### config.mk
export PLATFORM = sky130hd
export DESIGN_NAME = coh_line_ctl
export DESIGN_NICKNAME = d
export VERILOG_FILES = /design/src/rtl/coh_pkg.sv /design/src/rtl/coh_fsm_next.sv /design/src/rtl/coh_line_store.sv /design/src/rtl/coh_line_ctl.sv
export SDC_FILE = /design/constraint.sdc
export NUM_CORES = 1
export LEC_CHECK = 0
export BUFFER_PORTS_ARGS = -buffer_cell sky130_fd_sc_hd__clkbuf_2
export CAP_MARGIN = 25
export CORE_MARGIN = 2
export CORE_UTILIZATION = 40
export CTS_CLUSTER_DIAMETER = 150
export DETAILED_ROUTE_END_ITERATION = 12
export PLACE_DENSITY = 0.62
export RECOVER_POWER = 25
export SYNTH_ARGS = -nofsm -noshare
export SYNTH_HDL_FRONTEND = slang
export SYNTH_SLANG_ARGS = --single-unit
### constraint.sdc
create_clock -name clk -period 3.45 [get_ports clk]
set_input_delay 0.345 -clock clk [delete_from_list [all_inputs] [get_ports clk]]
set_output_delay 0.345 -clock clk [all_outputs]
set_load 0.02 [all_outputs]
### src/rtl/coh_pkg.sv
package coh_pkg;

  typedef enum logic [3:0] {
    ST_I    = 4'd0,
    ST_S    = 4'd1,
    ST_O    = 4'd2,
    ST_M    = 4'd3,
    ST_IS   = 4'd4,
    ST_ISI  = 4'd5,
    ST_IM   = 4'd6,
    ST_IMI  = 4'd7,
    ST_IMO  = 4'd8,
    ST_IMOI = 4'd9,
    ST_OI   = 4'd10,
    ST_MI   = 4'd11,
    ST_OM   = 4'd12
  } line_st_t;

  localparam logic [1:0] OP_RD    = 2'd0;
  localparam logic [1:0] OP_WR    = 2'd1;
  localparam logic [1:0] OP_EVICT = 2'd2;

  localparam logic [2:0] NI_INV      = 3'd0;
  localparam logic [2:0] NI_FWD_GETS = 3'd1;
  localparam logic [2:0] NI_FWD_GETM = 3'd2;
  localparam logic [2:0] NI_PUT_ACK  = 3'd3;
  localparam logic [2:0] NI_DATA     = 3'd4;
  localparam logic [2:0] NI_LAST_ACK = 3'd5;

  localparam logic [2:0] MO_GETS = 3'd0;
  localparam logic [2:0] MO_GETM = 3'd1;
  localparam logic [2:0] MO_PUTM = 3'd2;
  localparam logic [2:0] MO_ACK  = 3'd3;
  localparam logic [2:0] MO_DATA = 3'd4;

  typedef struct packed {
    line_st_t   nxt;
    logic       fault;
    logic       snd;
    logic [2:0] snd_ty;
    logic       snd_pend;
    logic       done;
    logic       rd_net;
    logic       rd_line;
    logic       ld_pend;
    logic       ld_line_cpu;
    logic       ld_line_net;
    logic       ld_line_pend;
  } act_t;

  function automatic logic is_transient(line_st_t s);
    return s >= ST_IS;
  endfunction

  function automatic act_t go(line_st_t n);
    act_t a;
    a = '0;
    a.nxt = n;
    return a;
  endfunction

  function automatic act_t go_snd(line_st_t n, logic [2:0] ty);
    act_t a;
    a = go(n);
    a.snd = 1'b1;
    a.snd_ty = ty;
    return a;
  endfunction

  function automatic act_t bad(line_st_t cur);
    act_t a;
    a = go(cur);
    a.fault = 1'b1;
    return a;
  endfunction

endpackage

### src/rtl/coh_fsm_next.sv
module coh_fsm_next
  import coh_pkg::*;
(
  input  line_st_t   st,
  input  logic       cpu_fire,
  input  logic [1:0] cpu_op,
  input  logic       net_fire,
  input  logic [2:0] net_ty,
  output act_t       a
);

  always_comb begin
    a = go(st);
    if (net_fire) begin
      a = bad(st);
      case (st)
        ST_S: if (net_ty == NI_INV) a = go_snd(ST_I, MO_ACK);
        ST_O, ST_M: begin
          if (net_ty == NI_FWD_GETS)      a = go_snd(ST_O, MO_DATA);
          else if (net_ty == NI_FWD_GETM) a = go_snd(ST_I, MO_DATA);
        end
        ST_IS, ST_ISI: begin
          if (net_ty == NI_INV) a = go_snd(ST_ISI, MO_ACK);
          else if (net_ty == NI_DATA) begin
            a = go((st == ST_IS) ? ST_S : ST_I);
            a.done = 1'b1;
            a.rd_net = 1'b1;
            a.ld_line_net = 1'b1;
          end
        end
        ST_IM: begin
          if (net_ty == NI_INV)           a = go_snd(ST_IM, MO_ACK);
          else if (net_ty == NI_FWD_GETS) a = go(ST_IMO);
          else if (net_ty == NI_FWD_GETM) a = go(ST_IMI);
          else if (net_ty == NI_DATA) begin
            a = go(ST_M);
            a.done = 1'b1;
            a.ld_line_pend = 1'b1;
          end
        end
        ST_IMO: begin
          if (net_ty == NI_INV)           a = go_snd(ST_IMI, MO_ACK);
          else if (net_ty == NI_FWD_GETM) a = go(ST_IMOI);
          else if (net_ty == NI_DATA) begin
            a = go_snd(ST_O, MO_DATA);
            a.snd_pend = 1'b1;
            a.done = 1'b1;
            a.ld_line_pend = 1'b1;
          end
        end
        ST_IMI, ST_IMOI: begin
          if (net_ty == NI_DATA) begin
            a = go_snd(ST_I, MO_DATA);
            a.snd_pend = 1'b1;
            a.done = 1'b1;
            a.ld_line_pend = 1'b1;
          end
        end
        ST_OI, ST_MI: begin
          if (net_ty == NI_FWD_GETS)      a = go_snd(st, MO_DATA);
          else if (net_ty == NI_FWD_GETM) a = go_snd(ST_I, MO_DATA);
          else if (net_ty == NI_PUT_ACK)  a = go(ST_I);
        end
        ST_OM: begin
          if (net_ty == NI_FWD_GETS)      a = go_snd(ST_OM, MO_DATA);
          else if (net_ty == NI_FWD_GETM) a = go_snd(ST_IM, MO_DATA);
          else if (net_ty == NI_LAST_ACK) begin
            a = go(ST_M);
            a.done = 1'b1;
            a.ld_line_pend = 1'b1;
          end
        end
        default: ;
      endcase
    end else if (cpu_fire) begin
      a = bad(st);
      case (st)
        ST_I: begin
          if (cpu_op == OP_RD) a = go_snd(ST_IS, MO_GETS);
          else if (cpu_op == OP_WR) begin
            a = go_snd(ST_IM, MO_GETM);
            a.ld_pend = 1'b1;
          end
          else if (cpu_op == OP_EVICT) a = go(ST_I);
        end
        ST_S, ST_O, ST_M: begin
          if (cpu_op == OP_RD) begin
            a = go(st);
            a.done = 1'b1;
            a.rd_line = 1'b1;
          end else if (cpu_op == OP_WR) begin
            if (st == ST_M) begin
              a = go(ST_M);
              a.done = 1'b1;
              a.ld_line_cpu = 1'b1;
            end else begin
              a = go_snd((st == ST_O) ? ST_OM : ST_IM, MO_GETM);
              a.ld_pend = 1'b1;
            end
          end else if (cpu_op == OP_EVICT) begin
            if (st == ST_S) a = go(ST_I);
            else            a = go_snd((st == ST_O) ? ST_OI : ST_MI, MO_PUTM);
          end
        end
        default: ;
      endcase
    end
  end

endmodule

### src/rtl/coh_line_store.sv
module coh_line_store #(
  parameter int DW = 8
) (
  input  logic          clk,
  input  logic          rst_n,
  input  logic          ld_pend,
  input  logic          ld_line_cpu,
  input  logic          ld_line_net,
  input  logic          ld_line_pend,
  input  logic [DW-1:0] cpu_wdata,
  input  logic [DW-1:0] net_data,
  output logic [DW-1:0] line_q,
  output logic [DW-1:0] pend_q
);

  always_ff @(posedge clk or negedge rst_n) begin
    if (!rst_n) begin
      line_q <= '0;
      pend_q <= '0;
    end else begin
      if (ld_pend) pend_q <= cpu_wdata;
      if (ld_line_cpu)       line_q <= cpu_wdata;
      else if (ld_line_net)  line_q <= net_data;
      else if (ld_line_pend) line_q <= pend_q;
    end
  end

endmodule

### src/rtl/coh_line_ctl.sv
module coh_line_ctl
  import coh_pkg::*;
#(
  parameter int DW = 8
) (
  input  logic          clk,
  input  logic          rst_n,
  input  logic          cpu_req_valid,
  input  logic [1:0]    cpu_req_op,
  input  logic [DW-1:0] cpu_req_wdata,
  output logic          cpu_req_ready,
  output logic          cpu_stall,
  output logic          cpu_done,
  output logic [DW-1:0] cpu_rdata,
  input  logic          net_in_valid,
  input  logic [2:0]    net_in_type,
  input  logic [DW-1:0] net_in_data,
  output logic          msg_out_valid,
  output logic [2:0]    msg_out_type,
  output logic [DW-1:0] msg_out_data,
  output logic [3:0]    line_state,
  output logic          proto_err
);

  line_st_t      st_q;
  act_t          act;
  logic          cpu_fire;
  logic [DW-1:0] line_q, pend_q;
  logic [DW-1:0] snd_data, rd_data;

  assign cpu_stall     = is_transient(st_q);
  assign cpu_req_ready = !cpu_stall && !net_in_valid;
  assign cpu_fire      = cpu_req_valid && cpu_req_ready;
  assign line_state    = st_q;

  coh_fsm_next u_next (
    .st       (st_q),
    .cpu_fire (cpu_fire),
    .cpu_op   (cpu_req_op),
    .net_fire (net_in_valid),
    .net_ty   (net_in_type),
    .a        (act)
  );

  coh_line_store #(.DW(DW)) u_store (
    .clk          (clk),
    .rst_n        (rst_n),
    .ld_pend      (act.ld_pend),
    .ld_line_cpu  (act.ld_line_cpu),
    .ld_line_net  (act.ld_line_net),
    .ld_line_pend (act.ld_line_pend),
    .cpu_wdata    (cpu_req_wdata),
    .net_data     (net_in_data),
    .line_q       (line_q),
    .pend_q       (pend_q)
  );

  assign snd_data = (act.snd && (act.snd_ty == MO_DATA || act.snd_ty == MO_PUTM))
                    ? (act.snd_pend ? pend_q : line_q) : '0;
  assign rd_data  = act.rd_net ? net_in_data : (act.rd_line ? line_q : '0);

  always_ff @(posedge clk or negedge rst_n) begin
    if (!rst_n) begin
      st_q          <= ST_I;
      proto_err     <= 1'b0;
      msg_out_valid <= 1'b0;
      msg_out_type  <= '0;
      msg_out_data  <= '0;
      cpu_done      <= 1'b0;
      cpu_rdata     <= '0;
    end else begin
      st_q          <= act.nxt;
      proto_err     <= proto_err | act.fault;
      msg_out_valid <= act.snd;
      msg_out_type  <= act.snd ? act.snd_ty : '0;
      msg_out_data  <= snd_data;
      cpu_done      <= act.done;
      cpu_rdata     <= rd_data;
    end
  end

endmodule

# == Word-level counts from Yosys, hierarchy flattened ==
# Cells that the tools add are included.
# totals
regBits,42
latch_bits,0
ram_bits,0
romBits,0
mem_count,0
# op_classes
n_addsub,0
multipliers,0
n_div,0
n_lt_le_gt_ge,1
eq_ne,34
n_shift,0
mux,42
bitwise_logic,1
reduce_logical,18
# ops
operator,n
17-bit 2-to-1 mux,29
17-bit case mux with 8 select lines,1
8-bit 2-to-1 mux,7
17-bit case mux with 2 select lines,1
4-bit equality test (second input constant),5
4-bit by 3-bit equality test with 1-bit output (second input constant),4
4-bit by 2-bit inequality test with 1-bit output (second input constant),4
5-bit by 2-bit inequality test with 1-bit output (second input constant),3
15-bit AND reduction,1
3-bit by 2-bit equality test with 1-bit output (second input constant),3
3-bit equality test (second input constant),3
9-bit by 1-bit inequality test with 1-bit output (second input constant),1
4-bit by 2-bit equality test with 1-bit output (second input constant),2
2-bit OR reduction,4
3-bit by 2-bit inequality test with 1-bit output (second input constant),2
3-bit inequality test (second input constant),2
6-bit by 2-bit inequality test with 1-bit output (second input constant),1
3-bit nonzero test,2
4-bit by 1-bit equality test with 1-bit output (second input constant),1
4-bit by 3-bit >= comparator with 1-bit output (second input constant),1
4-bit logical NOT,1
4-bit 2-to-1 mux,1
3-bit by 1-bit equality test with 1-bit output (second input constant),1
1-bit logical AND,3
11 further kinds,13

# == Logic depth before layout (Yosys ltp) ==
# Gate-level depths: netlist of the first run.
# logic_depth
depth_word,13
depth_mapped,8
depth_no_buf,7

# == Cells and area by module ==
# Synthesis of the first run repeated with hierarchy kept, for this count alone.
# hier_totals
hier_cells,305
area_unflattened_um2,2857.7
# modules_own_cells
module,n_inst,cells_per_inst,area_per_inst_um2
coh_fsm_next,1,179,1088.5
coh_line_ctl,1,66,954.7
coh_line_store,1,60,814.5

# == Worst setup path before layout of the first run ==
# Ideal clock, no wire load.
# synth_timing
path_kind,reg-to-reg
startpoint,"reg st_q[3], in the netlist line_state[3]"
endpoint,"reg st_q[1], in the netlist line_state[1]"
setup_ps,125
arrival_ps,2294
path_slack_ps,1031
stages_incl_launch_ff,7
path_buffers,1
synth_period_minus_slack_ps,2419
path_cell_list,dfrtp_1 -> buf_6 -> or4b_2 -> and3_1 -> nor4_1 -> or4_4 -> mux2_4
# synth_via
elab_chain_len,8
elab_cells_between_ends,48
# synth_lines
element,line_no,source
from (decl),coh_line_ctl.sv:25,line_st_t st_q;
from (signal assigned),coh_line_ctl.sv:72,st_q <= act.nxt;
4-bit by 1-bit equality test with 1-bit output / 4-bit by 2-bit equality test with 1-bit output (equally long branches),-,
17-bit 2-to-1 mux / 4-bit 2-to-1 mux (equally long branches),"coh_fsm_next.sv:101, coh_fsm_next.sv:97",
"17-bit 2-to-1 mux, on equally long branches","coh_fsm_next.sv:100, coh_fsm_next.sv:92",
17-bit 2-to-1 mux,coh_fsm_next.sv:91,end else if (cpu_op == OP_WR) begin
17-bit 2-to-1 mux,coh_fsm_next.sv:87,if (cpu_op == OP_RD) begin
17-bit case mux with 2 select lines,coh_fsm_next.sv:77,case (st)
17-bit 2-to-1 mux,coh_fsm_next.sv:75,end else if (cpu_fire) begin
17-bit 2-to-1 mux,coh_fsm_next.sv:14,if (net_fire) begin
# Parallel ways exist; a longest one is shown, timed or not. The select of a mux whose other input is x is not followed.
# A chain may end at the register's enable or synchronous reset.

# == Worst setup path in the final report of the first run ==
# layout_timing
startpoint,"reg st_q[3], in the netlist line_state[3]"
endpoint,reg u_store.line_q[5]
# layout_via
elab_chain_len,8
elab_cells_between_ends,32
# layout_lines
element,line_no,source
4-bit by 2-bit equality test with 1-bit output / 4-bit by 3-bit >= comparator with 1-bit output (equally long branches),-,
17-bit 2-to-1 mux / 1-bit logical NOT (equally long branches),"coh_fsm_next.sv:92, coh_line_ctl.sv:32",
17-bit 2-to-1 mux / 1-bit logical AND (equally long branches),"coh_fsm_next.sv:91, coh_line_ctl.sv:32",
17-bit 2-to-1 mux / 1-bit logical AND (equally long branches),"coh_fsm_next.sv:87, coh_line_ctl.sv:33",
17-bit case mux with 2 select lines / 17-bit 2-to-1 mux (equally long branches),"coh_fsm_next.sv:77, coh_fsm_next.sv:75",
"17-bit 2-to-1 mux, on equally long branches","coh_fsm_next.sv:75, coh_fsm_next.sv:14",
17-bit 2-to-1 mux (*),coh_fsm_next.sv:14,
3-bit nonzero test (no source line) / 8-bit 2-to-1 mux (equally long branches),-,
to (signal assigned),coh_line_store.sv:22,if (ld_line_cpu) line_q <= cpu_wdata;
to (signal assigned),coh_line_store.sv:23,else if (ld_line_net) line_q <= net_data;
to (signal assigned),coh_line_store.sv:24,else if (ld_line_pend) line_q <= pend_q;
to (decl),coh_line_store.sv:12,"output logic [DW-1:0] line_q,"
# Mark *: on every way between the ends. The rest lies on a longest branch, timed or not. The select of a mux whose other input is x is not followed.

==> results of run 1 <==
==> final timing paths <==
path | startpoint | endpoint | slack [ns] | cells after the start
worst max-delay path | line_state[3] | u_store.line_q[5] | 0.54 | 6
worst min-delay path | net_in_data[5] | cpu_rdata[5] | 0.29 | 2
worst max register to register | line_state[3] | u_store.line_q[5] | 0.54 | 6
worst min register to register | proto_err | proto_err | 0.50 | 1
max in group asynchronous | rst_n | msg_out_data[0] | 1.42 | 2
min in group asynchronous | rst_n | msg_out_type[0] | 0.79 | 2
==> cell type report <==
| class | count | area, sq um | area share, % |
|---|---|---|---|
| clock buffers | 6 | 82.58 | 2.555 |
| clock inverters | 2 | 12.51 | 0.3871 |
| inverters | 7 | 26.28 | 0.8130 |
| multi-input cells | 208 | 1605 | 49.67 |
| flip-flops and latches | 42 | 1051 | 32.52 |
| well taps | 80 | 100.1 | 3.097 |
| repair buffers | 65 | 354.1 | 10.96 |
==> per-stage QoR <==
step	power [mW]	util (%)
5_1_grt	1.764	47.83
6_report	1.666	47.83
4_1_cts	1.669	47.89
3_3_place_gp	1.333	46.48
2_1_floorplan	1.177	-
3_5_place_dp	1.343	46.48
==> flip-flops by register name (all words and copies together), names as in the netlist <==
register        cells
msg_out_valid       1
u_store.line_q      8
msg_out_data        8
msg_out_type        3
u_store.pend_q      8
cpu_rdata           8
line_state          4
cpu_done            1
proto_err           1
==> cell usage in the layout, fill, tap and decap left out, drive strengths merged, types with 4 or more instances in the layout <==
master and n:
a21oi 10, a22o 8, a31oi 4, buf 12, clkbuf 59, dfrtp 42
ha 5, inv 6, mux2 26, mux2i 11, nand2 6, nand2b 5
nand3 8, nand4 5, nor2 22, nor2b 9, nor3 4, nor3b 6
nor4b 4, o211ai 6, o21ai 13, xor2 4
==> metal layers <==
metal / track usage (%) / part of all wire, % / routed length [um]
met1: 25.87 / 47 / 3366
met2: 29.75 / 46 / 3355
met3: 3.412 / 5.3 / 380
met4: 6.154 / 1.9 / 135
met5: 0 / 0 / 0
==> report_power, final <==
group          internal, mW  switching, mW  total (mW)
combinational         0.310          0.314       0.624
sequential            0.599          0.115       0.714
clock                 0.161          0.167       0.328
total                  1.07          0.596        1.67
==> cells by family (layout without fill, tap and decap cells) <==
family	Yosys count	count (layout)	synth area share, %
simple gates	87	87	19.29
compound gates	73	73	19.47
flops	42	42	37.77
mux	37	37	14.75
buf+inv	28	80	4.541
fa+ha+maj	6	6	2.608
xor+xnor	5	5	1.574
==> critical path: stages (launching register included) <==
cell and delay [ns]:
dfrtp_1 0.59, nor2_4 0.31, inv_2 0.12, nor3b_2 0.28, nand4_1 0.54, nand2_1 0.56, mux2_2 0.39
==> summary.md, run 1 <==
| Metric | Value |
|---|---|
| Clock transition at path regs | `0.08 ns` |
| Vias | `2,417` |
| Fin Hold WS | `0.2896 ns` |
| Pre-CTS setup slack | `roughly 0.60 ns` |
| DRC Markers | `0` |
| Routed Antenna Nets | `0` |
| Post-DP HPWL | `5140 um` |
| Layout fillers | `652` |
| Register area share after synthesis | `a little under two fifths` |
| Largest net degree at the start of global routing | `43` |
| Final Hold Viols | `0` |
| Max IR drop VDD | `about 200 uV` |
| Overflow after GRT | `0` |
| Top post-synthesis cells by area | `dfrtp_1 38%, mux2_2 9.7%, mux2i_1 4.0%` |
| Height of the die | `87.41 um` |
| Fin crit share | `84.22%` |
| Vias in the first global route | `2,241` |
| Worst Setup Start Kind | `flop` |
| Syn Inst Count | `approximately 280` |
| Synth cell count leaders | `42 x dfrtp_1, 24 x mux2_2, 21 x nor2_1` |
| Site row count | `30` |
| TritonCTS Buffers | `5` |
| Routability cong. | `around 0.85` |
| Hold_buf cts | `0` |
| F_max | `344.2 MHz` |
| Slew margin rel. | `-46.24%` |
| Final Skew | `0.005269 ns` |
| Crit end category | `flop` |
| Root buf cell | `clkbuf_8` |
| Violated checks | `capacitance limit, slew limit` |
| Status | `complete, but fails checks` |
| First-pass GRT wire length | `about 11,000 um` |
| Final Net Count | `359` |
| Postcts setup bufs | `0` |
| Net Count, Synth | `between 300 and 400` |
| Synthesized cell area | `2783 sq um` |
| Top_reg_cell synth | `dfrtp_1` |
| Final Setup Violations | `0` |
| Fraction of layout cells with a size suffix above 1 | `33.64%` |
| Die X | `87.41 um` |
| Initial Util | `about 41%` |
| Count leader, synth | `dfrtp_1` |
| Core region area | `6756 sq um` |
| Pwr Density | `515.4 nW/um^2` |
| Setup repair after global routing missed its margin | `false` |
| Crit-path max FO | `16` |
| Dpl cell area | `3141 sq um` |
| Final worst slack | `between 0.5 and 0.6 ns` |
| Routed wire length | `~7200 um` |
| Placed cells | `402` |
| Hold Crit Class | `input pin to flop` |
| Syn Area/Cell | `roughly 10 sq um` |
| # diodes | `0` |
| TritonCTS clock tree | `done` |
| Arrival @ worst endpoint | `3.09 ns` |
| Overall Global Routing Usage | `18.78%` |
| Netlist cell types | `66` |
| Worst slew pin tran | `2.194 ns` |
| Vias per cell | `5.895` |
| IO Port Bufs | `between 50 and 60` |
| H-tree depth | `2` |
| Post-synth EDFFs | `0` |
| CP Data Required Time | `3.64 ns` |
| Final setup TNS | `0 ns` |
| Final Max Slew Viols | `43` |
| DIE AREA | `7640 sq um` |
| Initial antenna violation count | `0` |
| Synth Register Bits | `42` |
| CTS Buffer Depth | `2` |
| Post-Layout Cell Count | `410` |
| WS Path Type | `flop to flop` |
| Max_cap viols | `1` |
| Area leader, netlist | `dfrtp_1` |
| Ys async rst share | `100.0%` |
| CTS Sinks | `42` |
| Skew-Pair Late Insertion Delay | `0.29 ns` |
| Lkg Pwr | `1.544 nW` |
| 1st-iter DRT viols | `99` |
| Post_cts resized | `0` |
| Area growth from synthesis to layout | `16.14%` |
| Final min period | `2.906 ns` |
| Yosys warns | `0` |
| Avg WL per Cell | `between 15 and 20 um` |
| Synth top area share | `between 30 and 40%` |
| DR pass1 iterations | `4` |
| Fin area | `3232 sq um` |
| # IOs | `53` |
Power figures use the tool's default switching activity.
==> inputs of run 2 (changes only) <==
Settings changed: PLACE_DENSITY 0.62 to 0.64.
Clock period 3.45 ns to 2.34 ns, I/O delays scaled along.
==> run 2 against run 1 <==
Effect of this change:
- the run now ends clean
- global-route usage rose by 1.7 points
- largest power group is now combinational logic
- total power is 53% higher
- core utilization up 3.1 points
- highest routed layer unchanged
- register-to-register slack lost 0.51 ns
- clock skew shrank 0.0015 ns
- sequential cell count did not move
==> summary.md, run 2 (synthesis gave the netlist of run 1 again) <==
| Metric | Value |
|---|---|
| Vias in the first global route | `2,405 (was 2,241)` |
| Clock transition at path regs | `0.08 ns (about the same)` |
| TritonCTS clock tree | `done (unchanged)` |
| Layout fillers | `622 (was 652)` |
| TritonCTS Buffers | `5 (unchanged)` |
| Routability cong. | `0.9349 (was 0.8464)` |
| Cell Int Power | `1.646 mW (was 1.070 mW)` |
| DIE AREA | `7640 sq um (unchanged)` |
| Critical path's slowest cell | `or4_4 (was dfrtp_1)` |
| DRC Markers | `0 (unchanged)` |
| Root buf cell | `clkbuf_8 (unchanged)` |
| Slew margin rel. | `6.260% (was -46.24%)` |
| Final Hold Viols | `0 (unchanged)` |
| Area growth from synthesis to layout | `23.74% (was 16.14%)` |
| Most frequent cells in the layout | `47 x clkbuf_2, 40 x dfrtp_1, 32 x buf_4, 24 x mux2_2, 21 x nor2_1 (was 52 x clkbuf_2, 42 x dfrtp_1, 24 x mux2_2, 21 x nor2_1, 13 x o21ai_0)` |
| Power share of the clock group | `19.0% (was 19.7%)` |
| Final min period | `2.301 ns (was 2.906 ns)` |
| Die X | `87.41 um (unchanged)` |
| # IOs | `53 (unchanged)` |
| Seq pwr share | `39.5% (was 42.9%)` |
| Pre-CTS setup slack | `0.04776 ns (was 0.6020 ns)` |
| Post-DP HPWL | `5606 um (was 5140 um)` |
| F_max | `434.6 MHz (was 344.2 MHz)` |
| Hold Crit Class | `input pin to flop (unchanged)` |
| Routed Antenna Nets | `0 (unchanged)` |
| Core region area | `6756 sq um (unchanged)` |
| Worst reg2reg path depth | `6 (unchanged)` |
| Sw frac | `35.61% (was 35.79%)` |
| Overflow after GRT | `0 (unchanged)` |
| Largest net degree at the start of global routing | `28 (was 43)` |
| Fraction of layout cells with a size suffix above 1 | `37.89% (was 33.64%)` |
| CTS Buffer Depth | `2 (unchanged)` |
| Overall Global Routing Usage | `20.45% (was 18.78%)` |
| Final Max Slew Viols | `0 (was 43)` |
| Fin Hold WS | `0.1814 ns (was 0.2896 ns)` |
| Cells on Worst Hold Path | `2 (unchanged)` |
| Lkg Pwr | `1.640 nW (was 1.544 nW)` |
| Vias | `2,501 (was 2,417)` |
| Psw | `910.4 uW (was 596.2 uW)` |
| Height of the die | `87.41 um (unchanged)` |
| IO Port Bufs | `52 (unchanged)` |
| Routed wire length | `7449 um (was 7238 um)` |
| Final worst slack | `0.03884 ns (was 0.5444 ns)` |
| Skew-Pair Late Insertion Delay | `0.29 ns (about the same)` |
| WS Path Type | `flop to flop (unchanged)` |
| Status | `complete, no violations (was complete, but fails checks)` |
| Worst path cell trace | `buf_12 > or2_2 > a22oi_1 > nor4_4 > or4_4 > mux2_4 (was nor2_4 > inv_2 > nor3b_2 > nand4_1 > nand2_1 > mux2_2)` |
| Design Power | `2.557 mW (was 1.666 mW)` |
| DR pass1 iterations | `4 (unchanged)` |
| Crit-path max FO | `22 (was 16)` |
| Logic pwr share | `41.5% (was 37.5%)` |
| Arrival @ worst endpoint | `2.48 ns (was 3.09 ns)` |
| Commonest non-fill, non-tap cell in the layout | `clkbuf_2 (unchanged)` |
| Site row count | `30 (unchanged)` |
| CP Data Required Time | `2.52 ns (was 3.64 ns)` |
| Max_cap viols | `0 (was 1)` |
| Fin crit share | `98.34% (was 84.22%)` |
| # diodes | `0 (unchanged)` |
| Reg area | `1054 sq um (was 1051 sq um)` |
| Initial Util | `41.19% (unchanged)` |
| H-tree depth | `2 (unchanged)` |
| 1st-iter DRT viols | `140 (was 99)` |
| Final Skew | `0.003740 ns (was 0.005269 ns)` |
| Max IR drop VDD | `407.0 uV (was 202.0 uV)` |
| Multi-input combinational cell area | `1644 sq um (was 1605 sq um)` |
| Crit end category | `flop (unchanged)` |
| Worst Setup Start Kind | `flop (unchanged)` |
| Initial antenna violation count | `0 (unchanged)` |
| Vias per cell | `5.803 (was 5.895)` |
| Avg WL per Cell | `17.28 um (was 17.65 um)` |
| First-pass GRT wire length | `12,170 um (was 11,300 um)` |
| CTS Sinks | `42 (unchanged)` |
| Final Setup Violations | `0 (unchanged)` |
| Highest cell delay on the worst timing path | `0.52 ns (was 0.59 ns)` |
| Pwr Density | `742.5 nW/um^2 (was 515.4 nW/um^2)` |
| Worst slew pin tran | `1.406 ns (was 2.194 ns)` |
| Final Net Count | `380 (was 359)` |
## run 2: final timing paths
check	startpoint	endpoint	slack [ns]
setup / recovery	line_state[1]	line_state[3]	0.04
hold / removal	net_in_data[6]	cpu_rdata[6]	0.18
setup reg to reg	line_state[1]	line_state[3]	0.04
hold reg to reg	proto_err	proto_err	0.51
max in group asynchronous	rst_n	msg_out_data[5]	0.62
min in group asynchronous	rst_n	msg_out_data[4]	0.79
## run 2: power groups by stage
stage          clock network, mW  registers, mW  logic (mW)
6_report                   0.485           1.01        1.06
5_1_grt                    0.527           1.03        1.17
4_1_cts                    0.497           1.01        1.05
3_5_place_dp                   0           1.02        1.04
3_3_place_gp                   0           1.01        1.03
2_1_floorplan                  0           1.01       0.731
## run 2: repair_timing
action / CTS / global route
setup endpoints to repair: 0 / 10
hold buffers: 1 / 0
buffers inserted: 0 / 0
resized for setup: 0 / 4
endpoints found under the hold margin: 26 / 0
## run 2: metal layers
| metal | global-route usage (%) | up-vias | routed length [um] |
|---|---|---|---|
| met4 | 6.014 | 0 | 87 |
| met2 | 32.37 | 83 | 3547 |
| met5 | 0 | - | 0 |
| met3 | 2.938 | 8 | 357 |
| met1 | 28.94 | 1206 | 3456 |
| li1 | - | 1204 | - |
## run 2: area by class of cell
| class | instances | share of cell area (%) |
|---|---|---|
| Sequential cell | 42 | 30.60 |
| Clock inverter | 2 | 0.3634 |
| Inverter | 7 | 0.7631 |
| Multi-Input combinational cell | 208 | 47.75 |
| Clock buffer | 6 | 2.398 |
| Tap cell | 80 | 2.907 |
| Timing Repair Buffer | 86 | 15.23 |
## run 2: worst max-delay path: cells and delay by family (launching register included)
family | cells | cell delay [ns]
and+or+nand+nor | 3 | 0.93
DFF | 1 | 0.41
AOI/OAI and AO/OA | 1 | 0.36
muxes | 1 | 0.31
buffers and inverters | 1 | 0.17
## run 2: stage by stage
| stage | cells | utilization, % | TNS [ns] | cell area (sq um) |
|---|---|---|---|---|
| 2_1_floorplan | 278 | - | -0.01369 | 2803 |
| 3_3_place_gp | 422 | 49.19 | 0 | 3323 |
| 3_5_place_dp | 422 | 49.19 | 0 | 3323 |
| 4_1_cts | 431 | 50.74 | 0 | 3428 |
| 5_1_grt | 431 | 50.96 | -0.02407 | 3443 |
| 6_report | 431 | 50.96 | 0 | 3443 |
==> inputs of run 3 (changes only) <==
Settings changed: CORE_ASPECT_RATIO from default to 0.75.
==> run 3 against run 2 <==
Effect of this change:
- the run now ends with capacitance limit, slew limit left
- via count up 5.3%
- non-clock buffer count grew 7
- combinational power increased by 5%
- critical path type unchanged
==> summary.md, run 3 (synthesis gave the netlist of run 1 again) <==
| Metric | Value |
|---|---|
| First-pass GRT wire length | `12,960 um (was 12,170 um)` |
| TritonCTS clock tree | `done (unchanged)` |
| Fraction of layout cells with a size suffix above 1 | `40.50% (was 37.89%)` |
| Postcts setup bufs | `0 (unchanged)` |
| # IOs | `53 (unchanged)` |
| Setup repair after global routing missed its margin | `false` |
| Core Util, Final | `52.22% (was 50.96%)` |
| Root buf cell | `clkbuf_8 (unchanged)` |
| Post-Layout Cell Count | `442 (was 431)` |
| Violated checks | `capacitance limit, slew limit` |
| Largest net degree at the start of global routing | `33 (was 28)` |
| Overall Global Routing Usage | `21.27% (was 20.45%)` |
| CP Data Required Time | `2.53 ns (was 2.52 ns)` |
| Slew margin rel. | `-16.81% (was 6.260%)` |
| Power share of the clock group | `24.7% (was 19.0%)` |
| Overflow after GRT | `0 (unchanged)` |
| Skew-Pair Late Insertion Delay | `0.30 ns (was 0.29 ns)` |
| DRC Markers | `0 (unchanged)` |
| Routed wire length | `7972 um (was 7449 um)` |
| Clock transition at path regs | `0.09 ns (was 0.08 ns)` |
| Sw frac | `34.45% (was 35.61%)` |
| Initial Util | `41.12% (was 41.19%)` |
| Initial antenna violation count | `0 (unchanged)` |
| Site row count | `26 (was 30)` |
| Status | `complete, but fails checks (was complete, no violations)` |
| Crit-path max FO | `15 (was 22)` |
| Height of the die | `76.23 um (was 87.41 um)` |
| Pwr Density | `799.8 nW/um^2 (was 742.5 nW/um^2)` |
| IO Port Bufs | `52 (unchanged)` |
| Arrival @ worst endpoint | `2.49 ns (was 2.48 ns)` |
| CTS Sinks | `42 (unchanged)` |
| Seq pwr share | `35.8% (was 39.5%)` |
| Hold Crit Class | `input pin to flop (unchanged)` |
| Final Hold Viols | `0 (unchanged)` |
| Fin crit share | `98.42% (was 98.34%)` |
| Post_cts resized | `0 (unchanged)` |
| Max_cap viols | `1 (was 0)` |
| DR pass1 iterations | `5 (was 4)` |
| Most frequent cells in the layout | `51 x clkbuf_2, 41 x buf_4, 40 x dfrtp_1, 24 x mux2_2, 21 x nor2_1 (was 47 x clkbuf_2, 40 x dfrtp_1, 32 x buf_4, 24 x mux2_2, 21 x nor2_1)` |
| Final Net Count | `387 (was 380)` |
| Area growth from synthesis to layout | `26.98% (was 23.74%)` |
| Final Skew | `0.006696 ns (was 0.003740 ns)` |
| Lkg Pwr | `1.704 nW (was 1.640 nW)` |
| Worst slew pin tran | `1.752 ns (was 1.406 ns)` |
| Psw | `973.7 uW (was 910.4 uW)` |
| Final Setup Violations | `0 (unchanged)` |
| Avg WL per Cell | `18.04 um (was 17.28 um)` |
| Worst Setup Start Kind | `flop (unchanged)` |
| Die X | `100.3 um (was 87.41 um)` |
| Cell Int Power | `1.852 mW (was 1.646 mW)` |
| Critical path's slowest cell | `or4_4 (unchanged)` |
| Pre-CTS setup slack | `0.04918 ns (was 0.04776 ns)` |
| Post-DP HPWL | `5953 um (was 5606 um)` |
| TritonCTS Buffers | `5 (unchanged)` |
| Routability cong. | `0.9215 (was 0.9349)` |
| CTS Buffer Depth | `2 (unchanged)` |
| Core region area | `6766 sq um (was 6756 sq um)` |
| Vias per cell | `5.957 (was 5.803)` |
| Vias in the first global route | `2,506 (was 2,405)` |
| Max IR drop VDD | `456.6 uV (was 407.0 uV)` |
| Final min period | `2.303 ns (was 2.301 ns)` |
| H-tree depth | `2 (unchanged)` |
| Final worst slack | `0.03707 ns (was 0.03884 ns)` |
| 1st-iter DRT viols | `227 (was 140)` |
| Hold_buf cts | `0 (was 1)` |
| Placed cells | `434 (was 422)` |
| Crit end category | `flop (unchanged)` |
| Fin Hold WS | `0.1724 ns (was 0.1814 ns)` |
| Worst path cell trace | `buf_4 > or3b_2 > a21oi_4 > nor4_4 > or4_4 > mux2_4 (was buf_12 > or2_2 > a22oi_1 > nor4_4 > or4_4 > mux2_4)` |
| Routed Antenna Nets | `0 (unchanged)` |
| Final Max Slew Viols | `33 (was 0)` |
| Dpl cell area | `3376 sq um (was 3323 sq um)` |
| DIE AREA | `7647 sq um (was 7640 sq um)` |
| # diodes | `0 (unchanged)` |
| Vias | `2,633 (was 2,501)` |
| Commonest non-fill, non-tap cell in the layout | `clkbuf_2 (unchanged)` |
| Logic pwr share | `39.4% (was 41.5%)` |
| WS Path Type | `flop to flop (unchanged)` |
| F_max | `434.2 MHz (was 434.6 MHz)` |
| Fin area | `3533 sq um (was 3443 sq um)` |
| Highest cell delay on the worst timing path | `0.53 ns (was 0.52 ns)` |
## run 3: metrics by stage
stage / power (mW) / setup TNS (ns)
after floorplan: 1.743 / -0.01369
after global placement: 2.072 / 0
after detailed placement: 2.099 / 0
after CTS: 2.797 / 0
after global routing: 2.992 / 0
final: 2.826 / 0
## run 3: final timing paths
check / start / endpoint / slack, ns / cells past startpoint
min in group asynchronous: rst_n / u_store.line_q[6] / 0.39 / 1
worst min register to register: proto_err / proto_err / 0.50 / 1
worst max register to register: line_state[1] / line_state[3] / 0.04 / 6
worst max-delay path: line_state[1] / line_state[3] / 0.04 / 6
worst min-delay path: net_in_data[1] / cpu_rdata[1] / 0.17 / 2
max in group asynchronous: rst_n / line_state[3] / 0.81 / 1
## run 3: critical path: cells and delay by family (launching register included)
kind,cells,cell delay [ns]
mux,1,0.32
flops,1,0.40
buf+inv,1,0.20
simple gates,3,1.07
compound gates,1,0.20
## run 3: layout make-up
type / instances / area (sq um)
Tap cell: 84 / 105.1
Sequential cell: 42 / 1054
Multi-Input combinational cell: 208 / 1644
Clock inverter: 3 / 68.82
Fill cell: 608 / 3233
Clock buffer: 5 / 68.82
Inverter: 7 / 26.28
Timing Repair Buffer: 93 / 566.8
## run 3: power by group through the flow
stage	registers, mW	logic (mW)	clock network [mW]
3_5_place_dp	1.02	1.08	0
4_1_cts	1.01	1.08	0.704
2_1_floorplan	1.01	0.731	0
6_report	1.01	1.11	0.699
3_3_place_gp	1.01	1.06	0
5_1_grt	1.04	1.21	0.741
## run 3: layer usage
layer,global-route usage (%),routed length (um)
met1,33.53,4012
met2,31.14,3488
met3,3.853,455
met5,0,0
met4,2.466,16
